--- src/rtl/lcd_hold_drv.sv ---
module lcd_hold_drv #(
  parameter int CONV_CLKS = 4000,
  parameter int DIGITS    = 3
) (
  input  logic        clk,
  input  logic        rst_n,
  input  logic        eoc_stb,
  input  logic        freeze,
  input  logic [11:0] bcd_in,
  input  logic        half_in,
  input  logic        neg_in,
  output logic [6:0]  seg_units,
  output logic [6:0]  seg_tens,
  output logic [6:0]  seg_hund,
  output logic        seg_half,
  output logic        seg_minus,
  output logic        bp
);
  localparam int BP_HALF = (CONV_CLKS / 40 < 1) ? 1 : CONV_CLKS / 40;
  localparam int CW      = (BP_HALF > 1) ? $clog2(BP_HALF) : 1;
  localparam int DW      = 4 * DIGITS;

  logic [DW-1:0] lat_d;
  logic          lat_half, lat_neg;
  logic          frz_s1, frz_s2;
  logic [CW-1:0] bp_cnt;
  logic [6:0]    pat [DIGITS];

  wire load = eoc_stb && !frz_s2;

  function automatic logic [6:0] dec7(input logic [3:0] v);
    case (v)
      4'd0: dec7 = 7'h3F;
      4'd1: dec7 = 7'h06;
      4'd2: dec7 = 7'h5B;
      4'd3: dec7 = 7'h4F;
      4'd4: dec7 = 7'h66;
      4'd5: dec7 = 7'h6D;
      4'd6: dec7 = 7'h7D;
      4'd7: dec7 = 7'h07;
      4'd8: dec7 = 7'h7F;
      4'd9: dec7 = 7'h6F;
      default: dec7 = 7'h00;
    endcase
  endfunction

  always_ff @(posedge clk) begin
    if (!rst_n) begin
      frz_s1 <= 1'b0;
      frz_s2 <= 1'b0;
    end else begin
      frz_s1 <= freeze;
      frz_s2 <= frz_s1;
    end
  end

  always_ff @(posedge clk) begin
    if (!rst_n) begin
      lat_d    <= '0;
      lat_half <= 1'b0;
      lat_neg  <= 1'b0;
    end else if (load) begin
      lat_d    <= bcd_in[DW-1:0];
      lat_half <= half_in;
      lat_neg  <= neg_in;
    end
  end

  always_ff @(posedge clk) begin
    if (!rst_n) begin
      bp_cnt <= '0;
      bp     <= 1'b0;
    end else if (bp_cnt == CW'(BP_HALF - 1)) begin
      bp_cnt <= '0;
      bp     <= ~bp;
    end else begin
      bp_cnt <= bp_cnt + 1'b1;
    end
  end

  for (genvar i = 0; i < DIGITS; i++) begin : g_dig
    assign pat[i] = dec7(lat_d[4*i +: 4]) ^ {7{bp}};
  end

  assign seg_units = pat[0];
  assign seg_tens  = pat[1];
  assign seg_hund  = pat[DIGITS-1];
  assign seg_half  = lat_half ^ bp;
  assign seg_minus = lat_neg ^ bp;


  run_load_chk: assert property (@(posedge clk) disable iff (!rst_n)
    (eoc_stb && !frz_s2) |=> (lat_d == $past(bcd_in[DW-1:0]) && lat_half == $past(half_in)
                             && lat_neg == $past(neg_in)));


  hold_keep_chk: assert property (@(posedge clk) disable iff (!rst_n)
    (eoc_stb && frz_s2) |=> ($stable(lat_d) && $stable(lat_half) && $stable(lat_neg)));


  idle_keep_chk: assert property (@(posedge clk) disable iff (!rst_n)
    !eoc_stb |=> ($stable(lat_d) && $stable(lat_half) && $stable(lat_neg)));


  sync_step_chk: assert property (@(posedge clk) disable iff (!rst_n)
    (frz_s1 != frz_s2) |=> (frz_s2 == $past(frz_s1)));


  bp_step_chk: assert property (@(posedge clk) disable iff (!rst_n)
    (bp_cnt != '0) |-> $stable(bp));

endmodule

--- config.mk ---
export PLATFORM = sky130hd
export DESIGN_NAME = lcd_hold_drv
export DESIGN_NICKNAME = d
export VERILOG_FILES = /design/src/rtl/lcd_hold_drv.sv
export SDC_FILE = /design/constraint.sdc
export NUM_CORES = 1
export LEC_CHECK = 0
export ABC_AREA = 1
export ABC_CLOCK_PERIOD_IN_PS = 1550
export BUFFER_PORTS_ARGS = -buffer_cell sky130_fd_sc_hd__buf_2
export CORE_MARGIN = 4
export CORE_UTILIZATION = 50
export CTS_CLUSTER_DIAMETER = 150
export DETAILED_ROUTE_END_ITERATION = 8
export GPL_TIMING_DRIVEN = 0
export HOLD_SLACK_MARGIN = 0.06
export PLACE_DENSITY = 0.81
export SYNTH_ARGS = -nofsm -noshare
export SYNTH_HDL_FRONTEND = slang
export SYNTH_SLANG_ARGS = --single-unit
--- constraint.sdc ---
create_clock -name clk -period 1.55 [get_ports clk]
set_input_delay 0.2325 -clock clk [delete_from_list [all_inputs] [get_ports clk]]
set_output_delay 0.2325 -clock clk [all_outputs]
set_load 0.02 [all_outputs]
==> summary.txt, run 1 <==
Clocking
  • CTS tree: yes
  • Clock sink count: 45
  • CTS Buf Count: 5
  • H-tree Lvls: 2
  • Number of buffers on the longest clock path: 2
  • Hold-fix buffers, CTS: 0
  • Clock Pin Slew Worst Setup and Hold Paths: approximately 0.09 ns
  • Worst-Skew Late Latency: around 0.3 ns
  • Clock Root Buffer: clkbuf_8

Timing
  • Final Hold Viols: 0
  • Final setup margin: -0.158 ns
  • Tcrit/Tclk final: 110%
  • Post-route clock skew: ~0.0080 ns
  • RSZ-0062 raised after global routing: true
  • Setup violators final: 9
  • Final Max Tran Viols: 0
  • Slew headroom: 66.2%
  • Fin crit period: about 1.7 ns
  • Slew of the pin with the lowest slew margin: 0.508 ns
  • Fmax: 0.586 GHz

Placed design
  • Routability cong.: 0.807
  • Final HPWL DP: 3.54 mm
  • Port Buffers: 40

Floorplan
  • IO Count: 42
  • Row count: 25
  • Core area: between 4000 and 5000 µm²
  • Die Ht: 78.2 µm
  • Die ar.: 6110 µm²
  • Starting Density: 51.8%
  • Die width: approximately 78 µm

Power and ir drop
  • Pwr/cell area: about 900 nW/µm²
  • Total power: 0.00309 W
  • Lkg Pwr: 1.85 nW
  • Max VDD drop: roughly 0.41 mV

Route
  • DRT antenna net count: 0
  • Routed vias: 2,385
  • Final wirelength: ~7 mm
  • Drt initial violations: roughly 190
  • Residual DRC: 0
  • Post-DR wirelength/cell: ~15 µm
  • First drt pass iteration count: 5
  • Via/cell ratio: 5.04

Worst setup path
  • Reg2reg start: frz_s2
  • WP data arrival: between 1.5 and 2 ns
  • Worst-path fanout max: 5
  • Worst-case reg-to-reg path depth: 10
  • CP Cell Sequence: inv_4 > buf_8 > nand3_1 > nand2_4 > nand2_4 > buf_6 > ha_4 > nand3b_1 > nand3_1 > nand2_1
  • Worst R2R Setup Slack: -0.16 ns
  • Slowest cell on the critical path: dfxtp_2
  • Crit path launch type: flop
  • WP data required: 1.74 ns
  • CP max stage delay: roughly 0.35 ns
  • Critical path type: reg -> reg
  • Crit path capture type: flop

Worst hold path
  • Worst Hold End: frz_s1
  • Worst hold path stage count: 3
  • Worst Hold Launch: freeze
  • HP Class: in -> reg

Synth
  • Asr flop ratio synth: 0%
  • Yosys warning count: 0
  • Library cells used by synthesis: 29
  • Synth Cell Area: approximately 2500 µm²
  • Number of synthesized flops with an enable pin: 0
  • Top_reg_cell synth: dfxtp_1
  • Mapped Nets: 365
  • Mapped Cells: 328
  • Yosys reg bits: 45
  • Avg Cell Area, Syn: around 7.5 µm²
  • Post-synthesis sequential area ratio: 36.6%

GRT
  • Total track usage: approximately a fifth
  • Grt ovf: 0
  • Met2 Use GR: ~33%
  • First-pass GRT wire length: 9.23 mm
  • GRT busiest layer: met2
  • Initial antenna violation count: 0
  • Grt met3 use: 4.93%
  • Largest net degree at the start of global routing: 14
  • Met1 usage: around a fifth
  • Vias in the first global route: about 2,100

Final layout
  • Layout cells sized above 1: ~40%
  • Fin nets: 442
  • Antenna diode count: 0
  • Commonest cells after routing, fill and taps aside: nand2_1 (79), dfxtp_1 (43), buf_2 (35)
  • Commonest non-fill, non-tap cell in the layout: nand2_1
  • Area Overhead vs Synth: 39.8%
  • Final Util: 72.4%

Run status
  • Failing checks: negative setup slack
  • Status: finished, violations left

Run
  • MaxCap Viol Count: 0
[metrics by stage]
| stage | area [µm²] | hold WS (ns) | instances | setup TNS (ns) | setup WS [ns] |
|---|---|---|---|---|---|
| floorplan | 2460 | 0.330 | 328 | -0.0231 | -0.00847 |
| global placement | 2750 | 0.401 | 435 | -3.11 | -0.245 |
| detailed placement | 2750 | 0.406 | 435 | -3.95 | -0.288 |
| CTS | 3030 | 0.103 | 459 | -0.00583 | -0.00583 |
| global route | 3440 | 0.0930 | 473 | -1.36 | -0.159 |
| finish | 3440 | 0.101 | 473 | -0.422 | -0.158 |
[power by group]
part	internal [W]	total [W]	switching [W]
clock	0.000526	0.000942	0.000415
sequential	0.00127	0.00132	0.0000516
combinational	0.000323	0.000824	0.000501
total	0.00212	0.00309	0.000968
[layer usage]
metal | routed length [µm] | share of wire (%)
met1 | 2690 | 39
met2 | 3590 | 52
met3 | 354 | 5.1
met4 | 302 | 4.4
met5 | 0 | 0
[critical path, delay by kind of cell (launching register included)]
kind | cells | cell delay [ns]
AND/OR/NAND/NOR | 6 | 0.73
adder cells (fa/ha/maj) | 1 | 0.15
flip-flops | 1 | 0.35
buffers and inverters | 3 | 0.37
[Yosys cell counts, types with 2 or more instances]
| library cell | count | area share [%] |
|---|---|---|
| nand2_2 | 5 | 1.3 |
| nand3b_1 | 4 | 1.2 |
| clkbuf_1 | 2 | 0.30 |
| nand3_2 | 6 | 2.4 |
| ha_1 | 19 | 9.6 |
| nor2_1 | 18 | 2.7 |
| nand2_4 | 2 | 0.91 |
| nand3_1 | 35 | 7.1 |
| buf_4 | 3 | 0.91 |
| nor2_2 | 3 | 0.76 |
| a21oi_1 | 3 | 0.61 |
| inv_1 | 42 | 6.4 |
| buf_6 | 2 | 0.91 |
| o21ai_1 | 3 | 0.61 |
| dfxtp_1 | 45 | 37 |
| xor2_1 | 23 | 8.2 |
| or2_4 | 2 | 0.71 |
| buf_2 | 3 | 0.61 |
| o21ai_0 | 3 | 0.61 |
| nand2_1 | 96 | 15 |
[worst max-delay path by stage]
stage | from | to | cells past startpoint
global route | frz_s2 | flop | 10
floorplan | frz_s2 | flop | 11
CTS | frz_s2 | flop | 11
finish | frz_s2 | flop | 10
global placement | rst_n | flop | 9
detailed placement | rst_n | flop | 9
[area by class of cell]
| type | count | area (µm²) |
|---|---|---|
| multi-input combinational | 229 | 1580 |
| fill | 344 | 1310 |
| clock inverter | 1 | 30.0 |
| buffer | 11 | 120 |
| sequential | 45 | 903 |
| timing repair buffer | 70 | 457 |
| clock buffer | 7 | 86.3 |
| tap | 67 | 83.8 |
| inverter | 43 | 181 |
[cells by family (layout without fill, tap and decap cells)]
logic type	after synthesis	after routing	synth area share [%]
AOI/OAI and AO/OA	9	9	1.83
adders and majority gates	19	19	9.65
and+or+nand+nor	177	177	33.6
buffers and inverters	54	132	9.85
xor gates and xnor gates	24	24	8.53
DFF	45	45	36.6
[repair_timing]
item / in CTS / in global routing
pin swaps: 2 / 22
gates cloned: 1 / 1
gates resized for setup: 17 / 88
setup endpoints to repair: 38 / 39
setup buffers: 15 / 13
Power figures use the tool's default switching activity.
==> run 2: changes to the inputs <==
Settings changed: MAX_ROUTING_LAYER set to met4.
==> run 2 against run 1 <==
Compared with the run above: the run still ends with negative setup slack left; via count fell by 1.2%; worst hold slack improved by 0.0015 ns; global-route usage rose by 0.54 points; combinational power fell by 0.6%; non-clock buffer count rose by 1; largest power group unchanged; clock skew rose by 0.0015 ns; flip-flop and latch count did not move; clock-buffer cell count did not move; final area fell by 0.11%; register-to-register slack improved by 0.02 ns.
==> summary.txt, run 2 (synthesis gave the netlist of run 1 again) <==
Worst setup path
  • Crit path launch type: flop (unchanged)
  • CP Cell Sequence: inv_4 > buf_8 > nand3_1 > nand2_4 > nand2_4 > buf_6 > ha_4 > nand3b_1 > nand3_1 > nand2_1 (unchanged)
  • Worst-path fanout max: 5 (unchanged)
  • Setup crit start: frz_s2 (unchanged)
  • WP data required: 1.74 ns (about the same)
  • Top cell family by delay on the critical path: simple AND/OR/NAND/NOR gates (unchanged)
  • Reg2reg start: frz_s2 (unchanged)
  • Buf+Inv Stages, Crit Path: 3 (unchanged)
  • Crit path capture type: flop (unchanged)
  • Slowest cell on the critical path: dfxtp_2 (unchanged)
  • Critical path type: reg -> reg (unchanged)
  • WP data arrival: 1.88 ns (was 1.90 ns)
  • CP max stage delay: 0.35 ns (about the same)

GRT
  • Grt ovf: 0 (unchanged)
  • Initial antenna violation count: 0 (unchanged)
  • Total track usage: 19.2% (was 18.7%)
  • Vias in the first global route: 2,118 (was 2,112)
  • Largest net degree at the start of global routing: 14 (unchanged)
  • First-pass GRT wire length: 9.24 mm (was 9.23 mm)

Placed design
  • Dpl ws: -0.288 ns (unchanged)
  • Port Buffers: 40 (unchanged)
  • Final HPWL DP: 3.54 mm (unchanged)
  • Dpl cells: 435 (unchanged)
  • Routability cong.: 0.819 (was 0.807)

Final layout
  • Layout cells sized above 1: 39.3% (was 39.9%)
  • Commonest non-fill, non-tap cell in the layout: nand2_1 (unchanged)
  • Area Overhead vs Synth: 39.7% (was 39.8%)
  • Final Util: 72.4% (about the same)
  • Fin nets: 443 (was 442)
  • Commonest cells after routing, fill and taps aside: nand2_1 (79), dfxtp_1 (43), buf_2 (35) (unchanged)
  • Finished Layout Cells: 474 (was 473)
  • Antenna diode count: 0 (unchanged)

Clocking
  • Hold-fix buffers, CTS: 0 (unchanged)
  • Number of buffers on the longest clock path: 2 (unchanged)
  • Clock Pin Slew Worst Setup and Hold Paths: 0.09 ns (about the same)
  • CTS Buf Count: 5 (unchanged)
  • Worst-Skew Late Latency: 0.30 ns (about the same)
  • CTS tree: yes (unchanged)
  • Clock Root Buffer: clkbuf_8 (unchanged)
  • H-tree Lvls: 2 (unchanged)
  • Clock sink count: 45 (unchanged)

Timing
  • Final setup margin: -0.142 ns (was -0.158 ns)
  • Slew of the pin with the lowest slew margin: 0.579 ns (was 0.508 ns)
  • Fmax: 0.591 GHz (was 0.586 GHz)
  • RSZ-0062 raised after global routing: true (unchanged)
  • Fin crit period: 1.69 ns (was 1.71 ns)
  • Final Hold Viols: 0 (unchanged)
  • Tcrit/Tclk final: 109% (was 110%)
  • Setup violators final: 7 (was 9)
  • Slew headroom: 61.4% (was 66.2%)
  • Post-route clock skew: 0.00956 ns (was 0.00804 ns)
  • Final Max Tran Viols: 0 (unchanged)

Power and ir drop
  • Lkg Pwr: 1.85 nW (about the same)
  • Pwr/cell area: 892 nW/µm² (was 896 nW/µm²)
  • Max VDD drop: 0.381 mV (was 0.412 mV)

Floorplan
  • Die Ht: 78.2 µm (unchanged)
  • IO Count: 42 (unchanged)
  • Die width: 78.2 µm (unchanged)
  • Starting Density: 51.8% (unchanged)
  • Die ar.: 6110 µm² (unchanged)
  • Core area: 4750 µm² (unchanged)
  • Row count: 25 (unchanged)

Run status
  • Status: finished, violations left (unchanged)
  • Failing checks: negative setup slack (unchanged)

Worst hold path
  • HP Class: in -> reg (unchanged)
  • Worst Hold Launch: freeze (unchanged)

Run
  • MaxCap Viol Count: 0 (unchanged)

Route
  • Final wirelength: 6.69 mm (was 6.94 mm)
  • Post-DR wirelength/cell: 14.1 µm (was 14.7 µm)
  • Routed vias: 2,356 (was 2,385)
  • Residual DRC: 0 (unchanged)
  • Via/cell ratio: 4.97 (was 5.04)
  • DRT antenna net count: 0 (unchanged)
  • First drt pass iteration count: 4 (was 5)
  • Drt initial violations: 203 (was 191)
-- run 2: changes by cell type in the layout (fill, tap and decap cells not counted) --
| cell | before | now |
|---|---|---|
| ha_1 | 4 | 7 |
| ha_2 | 7 | 4 |
| nand2_2 | 10 | 12 |
| nand2_4 | 14 | 12 |
| buf_6 | 8 | 9 |
| inv_1 | 29 | 30 |
| inv_4 | 8 | 7 |
| nand3_1 | 28 | 27 |
| nand3_2 | 12 | 13 |
-- run 2: cell type report --
class / count / area, µm²
Fill cell: 337 / 1310
Clock inverter: 1 / 30.0
Tap cell: 67 / 83.8
Clock buffer: 7 / 86.3
Multi-Input combinational cell: 229 / 1570
Buffer: 11 / 120
Inverter: 43 / 179
Timing Repair Buffer: 71 / 468
Sequential cell: 45 / 903
-- run 2: metrics by stage --
stage	total power [W]	hold WS, ns	instance area, µm²	TNS (ns)
after global placement	0.00194	0.401	2750	-3.11
after floorplan	0.00178	0.330	2460	-0.0231
after global routing	0.00322	0.0937	3440	-1.36
final	0.00307	0.102	3440	-0.313
after detailed placement	0.00195	0.406	2750	-3.95
after CTS	0.00290	0.103	3030	-0.00583
-- run 2: worst paths after layout --
| path | slack [ns] | endpoint | depth (start not counted) |
|---|---|---|---|
| hold reg to reg | 0.43 | frz_s2 | 2 |
| setup / recovery | -0.14 | flop | 10 |
| setup reg to reg | -0.14 | flop | 10 |
| hold / removal | 0.10 | frz_s1 | 3 |
-- run 2: repair_timing --
action,in CTS,in global routing
cloned,1,1
setup endpoints to repair,38,39
pin swaps,2,22
setup buffers,15,14
endpoints found under the hold margin,0,0
resized for setup,17,83
-- run 2: worst register-to-register path, stage by stage (launching register included) --
cell and delay [ns]:
dfxtp_2 0.35, inv_4 0.09, buf_8 0.12, nand3_1 0.13, nand2_4 0.13, nand2_4 0.07, buf_6 0.15, ha_4 0.15
nand3b_1 0.19, nand3_1 0.13, nand2_1 0.07
-- run 2: metal layers --
metal | vias to the layer above | global-route usage [%] | share of wire [%]
li1 | 1155 | - | -
met1 | 1091 | 21.2 | 38
met2 | 88 | 33.2 | 53
met3 | 22 | 4.82 | 6.1
met4 | 0 | 7.69 | 3.3
met5 | - | - | 0
-- run 2: power breakdown --
group | leakage [nW] | internal, W | switching [W] | total, W
sequential | 0.375 | 0.00127 | 0.0000503 | 0.00132
clock | 0.0585 | 0.000526 | 0.000404 | 0.000930
combinational | 1.42 | 0.000323 | 0.000496 | 0.000819
